File: src/rtl/ebs_pkg.sv
package ebs_pkg;
  typedef enum logic [1:0] {
    ST_IDLE  = 2'd0,
    ST_SETUP = 2'd1,
    ST_PULSE = 2'd2,
    ST_HOLD  = 2'd3
  } ebs_state_e;

  localparam logic [1:0] WM_FREEZE = 2'b10;
  localparam logic [1:0] WM_READY  = 2'b11;
endpackage

File: src/rtl/ebs_sync.sv
module ebs_sync #(
  parameter int STAGES = 2
) (
  input  logic clk,
  input  logic rst,
  input  logic din,
  output logic dout
);
  logic [STAGES-1:0] sh;

  generate
    if (STAGES == 1) begin : g_one
      always_ff @(posedge clk) begin
        if (rst) sh <= '0;
        else     sh <= din;
      end
    end else begin : g_chain
      always_ff @(posedge clk) begin
        if (rst) sh <= '0;
        else     sh <= {sh[STAGES-2:0], din};
      end
    end
  endgenerate

  assign dout = sh[STAGES-1];
endmodule

File: src/rtl/ebs_float.sv
module ebs_float #(
  parameter int CW = 4
) (
  input  logic          clk,
  input  logic          rst,
  input  logic          load,
  input  logic [CW-1:0] load_val,
  output logic          ready
);
  logic [CW-1:0] tc;

  // Counts the turnaround still owed after a read has left its hold phase.
  always_ff @(posedge clk) begin
    if (rst)             tc <= '0;
    else if (load)       tc <= load_val;
    else if (tc != '0)   tc <= tc - 1'b1;
  end

  // The idle cycle that precedes acceptance counts as one turnaround cycle.
  assign ready = (tc <= CW'(1));
endmodule

File: src/rtl/ebs_seq.sv
module ebs_seq
  import ebs_pkg::*;
#(
  parameter int AW = 24,
  parameter int DW = 16,
  parameter int CW = 4,
  parameter int SYNC_STAGES = 2,
  localparam int BW = DW / 8
) (
  input  logic          clk,
  input  logic          rst,
  input  logic          req,
  input  logic          req_we,
  input  logic [AW-1:0] req_addr,
  input  logic [BW-1:0] req_be,
  input  logic [DW-1:0] req_wdata,
  output logic          ack,
  output logic [DW-1:0] rsp_rdata,
  input  logic [CW-1:0] cfg_setup,
  input  logic [CW-1:0] cfg_pulse,
  input  logic [CW-1:0] cfg_hold,
  input  logic [1:0]    cfg_wmode,
  input  logic [CW-1:0] cfg_float,
  input  logic          cfg_float_opt,
  output logic          mem_cs_n,
  output logic          mem_rd_n,
  output logic          mem_wr_n,
  output logic [AW-1:0] mem_addr,
  output logic [BW-1:0] mem_be_n,
  output logic [DW-1:0] mem_wdata,
  output logic          mem_wdata_oe,
  input  logic [DW-1:0] mem_rdata,
  input  logic          mem_wait_n
);
  ebs_state_e    st, nst;
  logic [CW-1:0] cnt, ncnt;
  logic          cur_we, nwe;
  logic          wait_s, wait_en, frz, rdy;
  logic [CW-1:0] hold_eff, pulse_eff, flt_val;
  logic          flt_ready, accept, cap, go_ack;

  ebs_sync #(.STAGES(SYNC_STAGES)) u_sync (
    .clk  (clk),
    .rst  (rst),
    .din  (~mem_wait_n),
    .dout (wait_s)
  );

  assign wait_en   = cfg_wmode[1];
  assign frz       = (cfg_wmode == WM_FREEZE);
  assign rdy       = (cfg_wmode == WM_READY);
  assign hold_eff  = (wait_en && cfg_hold == '0) ? CW'(1) : cfg_hold;
  assign pulse_eff = (cfg_pulse == '0) ? CW'(1) : cfg_pulse;

  // Turnaround remaining after the read hold; the hold cycles already count.
  assign flt_val = (cur_we || cfg_float_opt || cfg_float <= hold_eff) ? '0
                                                                      : cfg_float - hold_eff;

  ebs_float #(.CW(CW)) u_float (
    .clk      (clk),
    .rst      (rst),
    .load     (go_ack),
    .load_val (flt_val),
    .ready    (flt_ready)
  );

  assign accept = (st == ST_IDLE) && req && (!req_we || cfg_float_opt || flt_ready);
  assign nwe    = (st == ST_IDLE) ? req_we : cur_we;

  always_comb begin
    nst    = st;
    ncnt   = cnt;
    cap    = 1'b0;
    go_ack = 1'b0;
    unique case (st)
      ST_IDLE: begin
        if (accept) begin
          if (cfg_setup != '0) begin
            nst  = ST_SETUP;
            ncnt = cfg_setup - 1'b1;
          end else begin
            nst  = ST_PULSE;
            ncnt = pulse_eff - 1'b1;
          end
        end
      end
      ST_SETUP: begin
        if (cnt != '0) ncnt = cnt - 1'b1;
        else begin
          nst  = ST_PULSE;
          ncnt = pulse_eff - 1'b1;
        end
      end
      ST_PULSE: begin
        if (frz && wait_s) begin
          ncnt = cnt;
        end else if (cnt != '0) begin
          ncnt = cnt - 1'b1;
        end else if (rdy && wait_s) begin
          ncnt = cnt;
        end else begin
          cap = !cur_we;
          if (hold_eff != '0) begin
            nst  = ST_HOLD;
            ncnt = hold_eff - 1'b1;
          end else begin
            nst    = ST_IDLE;
            go_ack = 1'b1;
          end
        end
      end
      ST_HOLD: begin
        if (cnt != '0) ncnt = cnt - 1'b1;
        else begin
          nst    = ST_IDLE;
          go_ack = 1'b1;
        end
      end
      default: nst = ST_IDLE;
    endcase
  end

  always_ff @(posedge clk) begin
    if (rst) begin
      st           <= ST_IDLE;
      cnt          <= '0;
      cur_we       <= 1'b0;
      ack          <= 1'b0;
      rsp_rdata    <= '0;
      mem_cs_n     <= 1'b1;
      mem_rd_n     <= 1'b1;
      mem_wr_n     <= 1'b1;
      mem_addr     <= '0;
      mem_be_n     <= '1;
      mem_wdata    <= '0;
      mem_wdata_oe <= 1'b0;
    end else begin
      st           <= nst;
      cnt          <= ncnt;
      ack          <= go_ack;
      mem_cs_n     <= (nst == ST_IDLE);
      mem_rd_n     <= !((nst == ST_PULSE) && !nwe);
      mem_wr_n     <= !((nst == ST_PULSE) && nwe);
      mem_wdata_oe <= (nst != ST_IDLE) && nwe;
      if (accept) begin
        cur_we    <= req_we;
        mem_addr  <= req_addr;
        mem_be_n  <= ~req_be;
        mem_wdata <= req_wdata;
      end
      if (cap) rsp_rdata <= mem_rdata;
    end
  end
endmodule

File: config.mk
export PLATFORM = sky130hd
export DESIGN_NAME = ebs_seq
export DESIGN_NICKNAME = d
export VERILOG_FILES = /design/src/rtl/ebs_pkg.sv /design/src/rtl/ebs_sync.sv /design/src/rtl/ebs_float.sv /design/src/rtl/ebs_seq.sv
export SDC_FILE = /design/constraint.sdc
export NUM_CORES = 1
export LEC_CHECK = 0
export BUFFER_PORTS_ARGS = -buffer_cell sky130_fd_sc_hd__buf_4
export CELL_PAD_IN_SITES_DETAIL_PLACEMENT = 1
export CELL_PAD_IN_SITES_GLOBAL_PLACEMENT = 2
export CORE_MARGIN = 3
export CORE_UTILIZATION = 26
export DETAILED_ROUTE_END_ITERATION = 6
export PLACE_DENSITY_LB_ADDON = 0.05
export SETUP_SLACK_MARGIN = 0.1
export SLEW_MARGIN = 20
export SYNTH_ARGS = -nofsm -noshare
export SYNTH_HDL_FRONTEND = slang
export SYNTH_SLANG_ARGS = --single-unit
File: constraint.sdc
create_clock -name clk -period 2.51 [get_ports clk]
set_input_delay 0 -clock clk [delete_from_list [all_inputs] [get_ports clk]]
set_output_delay 0 -clock clk [all_outputs]
set_load 0.005 [all_outputs]
[After elaboration in Yosys (flattened, before gate mapping)]
Index checks and enable logic that the tools add are counted.
Cells by class
  reduce and logical (&&, ||, !) cells: 28
  add/sub/neg operators: 6
  equal/unequal tests: 11
  bitwise gates (word level): 2
  $lt $le $gt $ge: 2
  multiplexer cells: 34
Operator list (number)
  $mux 4: 13
  $sub 4x1->4 const B: 5
  $mux 2: 8
  $pmux 4 s4: 1
  $reduce_bool 4->1: 4
  $eq 2x2->1 const B: 5
  $mux 1: 10
  $logic_and 1x1->1: 8
  $logic_not 4->1: 2
  $pmux 2 s4: 1
  $ne 2x2->1 const B: 3
  $ne 3x3->1 const B: 2
  $logic_not 1->1: 5
  $reduce_and 5->1: 1
  $le 4x1->1 const B: 1
  $le 4x4->1: 1
  $logic_not 2->1: 2
  $logic_or 1x1->1: 4
  $reduce_bool 2->1: 2
  $sub 4x4->4: 1
  $eq 2x1->1 const B: 1
  $not 2->2: 1
  $pmux 1 s2: 1
  $not 1->1: 1
Storage, ports and cells
  input bits: 82
  word-level logic and storage cells: 97
  register bits: 76
  output and inout bits: 63

[Depth between registers and ports, before layout]
  word-level depth: 12
  mapped depth: 9
  gate-level depth less buffers: 9

[By module]
Synthesis repeated with hierarchy kept, for this count alone.
Second synthesis, totals
  cells, all modules: 406
  area, all modules: 3527.1 µm²
Modules (own cells, without submodules)
  ebs_seq: times used 1, area each 3221.8 µm², sequential area each 1401.3 µm², cells each 375
  ebs_float: times used 1, area each 252.7 µm², sequential area each 80.1 µm², cells each 27
  ebs_sync: times used 1, area each 52.6 µm², sequential area each 40.0 µm², cells each 4

[Worst setup path before layout]
OpenSTA, ideal clock, no wires.
  path type: input to register
  from: input cfg_hold[2]
  to: register u_float.tc[3]
  path buffers: 0
  stages on the path: 9
  library setup time: 86 ps
  data required time: 2424 ps
  slack: 577 ps
  arrival: 1848 ps
  path through: inv_1 > a41o_1 > ha_1 > fa_1 > nor2b_1 > o21ai_0 > a2111oi_2 > a31oi_1 > a211oi_1
On the way
  cells in the longest elaborated chain, start to end: 10
  elaborated cells between the ends (all ways): 15
  classes of those cells: add/sub (1); order compare (1); mux (8); reduce/logical (5)
RTL lines
  from (decl): RTL line ebs_seq.sv:21  | input logic [CW-1:0] cfg_hold,
  $logic_not 4->1: RTL line ebs_seq.sv:52  | assign hold_eff = (wait_en && cfg_hold == '0) ? CW'(1) : cfg_hold;
  $logic_and 1x1->1: RTL line ebs_seq.sv:52
  $mux 4 (*): RTL line ebs_seq.sv:52
  $reduce_bool 4->1: RTL line ebs_seq.sv:103  | if (hold_eff != '0) begin
  $mux 1: RTL line ebs_seq.sv:103
  $mux 1: RTL line ebs_seq.sv:99  | end else if (rdy && wait_s) begin
  $mux 1: RTL line ebs_seq.sv:97  | end else if (cnt != '0) begin
  $mux 1: RTL line ebs_seq.sv:95  | if (frz && wait_s) begin
  $pmux 1 s2: RTL line ebs_seq.sv:75  | unique case (st)
  $mux 4 or $reduce_bool 2->1 (tied branches)
  to (signal assigned): RTL line ebs_float.sv:15  | else if (load) tc <= load_val;
  to (signal assigned): RTL line ebs_float.sv:16  | else if (tc != '0) tc <= tc - 1'b1;
  to (decl): RTL line ebs_float.sv:10  | logic [CW-1:0] tc;
Mark *: on every way between the ends. The rest lies on a longest branch, timed or not.
A chain may end at the register's enable or synchronous reset.

[Final worst setup path]
  from: register u_float.tc[0]
  to: register mem_addr[16]
On the way
  cells in the longest elaborated chain, start to end: 3
RTL lines
  $le 4x1->1: RTL line ebs_float.sv:20  | assign ready = (tc <= CW'(1));
  $logic_or 1x1->1: RTL line ebs_seq.sv:67  | assign accept = (st == ST_IDLE) && req && (!req_we || cfg_float_opt || flt_ready);
  $logic_and 1x1->1: RTL line ebs_seq.sv:67
  to (signal assigned): RTL line ebs_seq.sv:147  | mem_addr <= req_addr;
  to (decl): RTL line ebs_seq.sv:28  | output logic [AW-1:0] mem_addr,
Every way passes these cells.

==> summary.md <==
| Metric | Value |
|---|---|
| Final period util | `0.830` |
| Clock latency on the worst-skew pair | `330 ps` |
| Setup bufs post-CTS | `0` |
| Final Hold Viols | `0` |
| Synthesized Nets | `around 500` |
| Placed inst area | `about 4700 um^2` |
| Global route total overflow | `0` |
| Clk sinks | `76` |
| Most numerous cell in the Yosys netlist | `nand2_1` |
| Global-route wire length before repair | `between 15000 and 20000 um` |
| Die width | `between 100 and 150 um` |
| Yosys top cell area share | `0.442` |
| Final setup margin | `roughly 430 ps` |
| Critical path's slowest cell | `o31ai_1` |
| Final Max Slew Viols | `0` |
| Layout net count | `700` |
| Worst-path clk slew | `approximately 60 ps` |
| Met2 WL | `approximately 5500 um` |
| Max frequency | `480 MHz` |
| Total CTS buffers | `9` |
| Arrival time at the worst endpoint | `roughly 2300 ps` |
| Final Cell Area | `approximately 5600 um^2` |
| Setup crit start kind | `flip-flop` |
| Top cell by count, worst path | `buf_4` |
| Gr usage total | `0.156` |
| Max Buffers Root-to-Sink | `2` |
| Initial DRC count | `100` |
| Vias in the first global route | `around 3700` |
| Worst setup EP type | `flip-flop` |
| Seq/Total Area, Yosys | `0.442` |
| # resized after CTS | `0` |
| Mapped Cells | `around 400` |
| Die height | `approximately 120 um` |
| Met1 WL | `around 4800 um` |
| Dpl cells | `705` |
| Avg Synthesized Cell Area | `between 8 and 9 um^2` |
| Final GP Congestion | `around 0.78` |
| Number of fillers in the final layout | `1495` |
| Antenna Violating Nets Remaining | `0` |
| Primary FF master, synth | `dfxtp_1` |
| CP Max Fanout | `12` |
| Crit path time final | `roughly 2100 ps` |
| Starting Density | `0.270` |
| Area delta synth->final | `62.3%` |
| Final std cells w/o fill | `780` |
| Detailed Route WL | `roughly 11000 um` |
| Max_slew headroom | `0.442` |
| Max-cap violation count | `0` |
| Die Footprint | `approximately 15000 um^2` |
| Layout cells sized above 1 | `0.296` |
| Max Clock Skew | `approximately 5.8 ps` |
| Worst path buffer plus inverter count | `3` |
| Cells taking the most area after synthesis | `dfxtp_1, nand2_1, a21oi_1, mux2i_1, ha_1` |
| EDFF count, synth | `0` |
| Placeable Area | `around 13000 um^2` |
| Hold-fix buffers, CTS | `60` |
| Synth async-reset ratio | `0` |
| Hold Crit Class | `in2reg` |
| Ports | `around 150` |
| Root buf cell | `clkbuf_16` |
| CTS H-tree lvls | `3` |
| Port buffer count | `roughly 140` |
| Top layer in use | `met4` |
| #FFs+latches synth | `76` |
| Initial antenna violation count | `0` |
| Post-Place Setup Slack | `roughly 200 ps` |
| Antenna Cells | `0` |
| Distinct cell type count after synthesis | `between 50 and 60` |
| Routed vias/inst | `4.51` |
| TritonCTS clock tree | `done` |
| Vias | `about 3500` |
| Max VDD drop | `0.000350 V` |
| Status | `complete, no violations` |
| Power per Cell Area | `approximately 890 nW/um^2` |
| Met3 wire length | `about 800 um` |
| YS warnings | `0` |
| Final setup violation count | `0` |
| Post-synth top cells | `nand2_1, dfxtp_1, a21oi_1` |
| Post-synth top area cell | `dfxtp_1` |
| Required time worst endpoint | `between 2000 and 3000 ps` |
| Setup TNS | `0 ps` |
| Site Rows | `41` |
| Worst Max-Slew Pin Slew | `837 ps` |
| Setup CP Type | `reg2reg` |
| Critical path's top delay family | `buffers and inverters` |
| Residual DRC | `0` |
| Critical path, cell by cell | `inv_1 -> ha_1 -> nor2_1 -> o31ai_1 -> nand2_2 -> buf_4 -> buf_4 -> nand2_1 -> a21oi_1` |
| Largest net degree at the start of global routing | `76` |
| DRT Pass-1 Iters | `4` |
| Crit-path max cell delay | `400 ps` |
| HPWL Detailed | `about 8000 um` |
| Syn Std Cell Area | `~3400 um^2` |
| Static Leak | `~2.5 nW` |
| RSZ-0062 raised after global routing | `false` |
| Per-cell routed wire length | `14.5 um` |
[worst paths after layout]
kind                  from  slack (ps)  cells after the start             to
max          u_float.tc[0]         430                      9   mem_addr[16]
min          cfg_float_opt          10                      4  u_float.tc[2]
max reg2reg  u_float.tc[0]         430                      9   mem_addr[16]
min reg2reg   u_sync.sh[0]         450                      1   u_sync.sh[1]
[cell type report]
cell class | count | area [um^2] | area share
clock buffers | 13 | 250 | 0.0448
clock inverters | 2 | 35.0 | 0.00627
inverters | 19 | 71.3 | 0.0128
multi-input cells | 284 | 1740 | 0.311
flip-flops and latches | 76 | 1520 | 0.272
well taps | 172 | 215 | 0.0385
repair buffers | 214 | 1760 | 0.314
[layer usage]
layer,vias up,global-route usage
li1,1772,-
met1,1647,0.186
met2,88,0.262
met3,12,0.0476
met4,0,0.0637
met5,-,0
[cell families (layout without fill, tap and decap cells)]
| family | Yosys count | count (layout) | share of synthesized area |
|---|---|---|---|
| XOR/XNOR | 7 | 7 | 0.0178 |
| multiplexers | 20 | 20 | 0.0588 |
| adder cells (fa/ha/maj) | 14 | 14 | 0.0530 |
| AO/OA/AOI/OAI | 91 | 91 | 0.168 |
| AND/OR/NAND/NOR | 152 | 152 | 0.208 |
| flip-flops | 76 | 76 | 0.442 |
| buffers and inverters | 39 | 248 | 0.0530 |
[flip-flops by register name (all words and copies together), names as in the netlist, 2 cells and up]
register / count
cnt: 4
mem_addr: 24
mem_be_n: 2
mem_wdata: 16
rsp_rdata: 16
st: 2
u_float.tc: 4
u_sync.sh: 2
[cells in the final DEF, fill, tap and decap left out, types with 3 or more instances in the layout]
cell	instances
o21ai_0	5
nand3b_1	4
mux2i_1	18
a21oi_1	54
clkbuf_16	9
a211o_1	3
nor3_1	4
inv_1	19
xor2_1	5
nand3_1	5
a211oi_1	5
dfxtp_1	76
buf_4	154
clkbuf_1	3
dlygate4sd3_1	60
ha_1	13
nor2_1	28
nor2b_1	4
nand2_1	88
[power by group]
part	total (W)	switching, W	internal [W]
Clock	0.00127	0.000481	0.000791
Sequential	0.00172	0.000230	0.00149
Combinational	0.00200	0.00103	0.000968
Total	0.00499	0.00174	0.00325
[metrics by stage]
| stage | utilization | hold WS [ps] | power, W |
|---|---|---|---|
| 2_1_floorplan | - | 72.4 | 0.00289 |
| 3_3_place_gp | 0.368 | 163 | 0.00367 |
| 3_5_place_dp | 0.368 | 164 | 0.00370 |
| 4_1_cts | 0.438 | 5.31 | 0.00508 |
| 5_1_grt | 0.438 | 17.7 | 0.00538 |
| 6_report | 0.438 | 9.71 | 0.00499 |
[worst register-to-register path, delay by kind of cell (launching register included)]
family | cells | cell delay, ps
buffers and inverters | 3 | 540
AOI/OAI and AO/OA | 2 | 460
DFF | 1 | 330
and+or+nand+nor | 3 | 410
adders and majority gates | 1 | 190
Power figures use the tool's default switching activity.
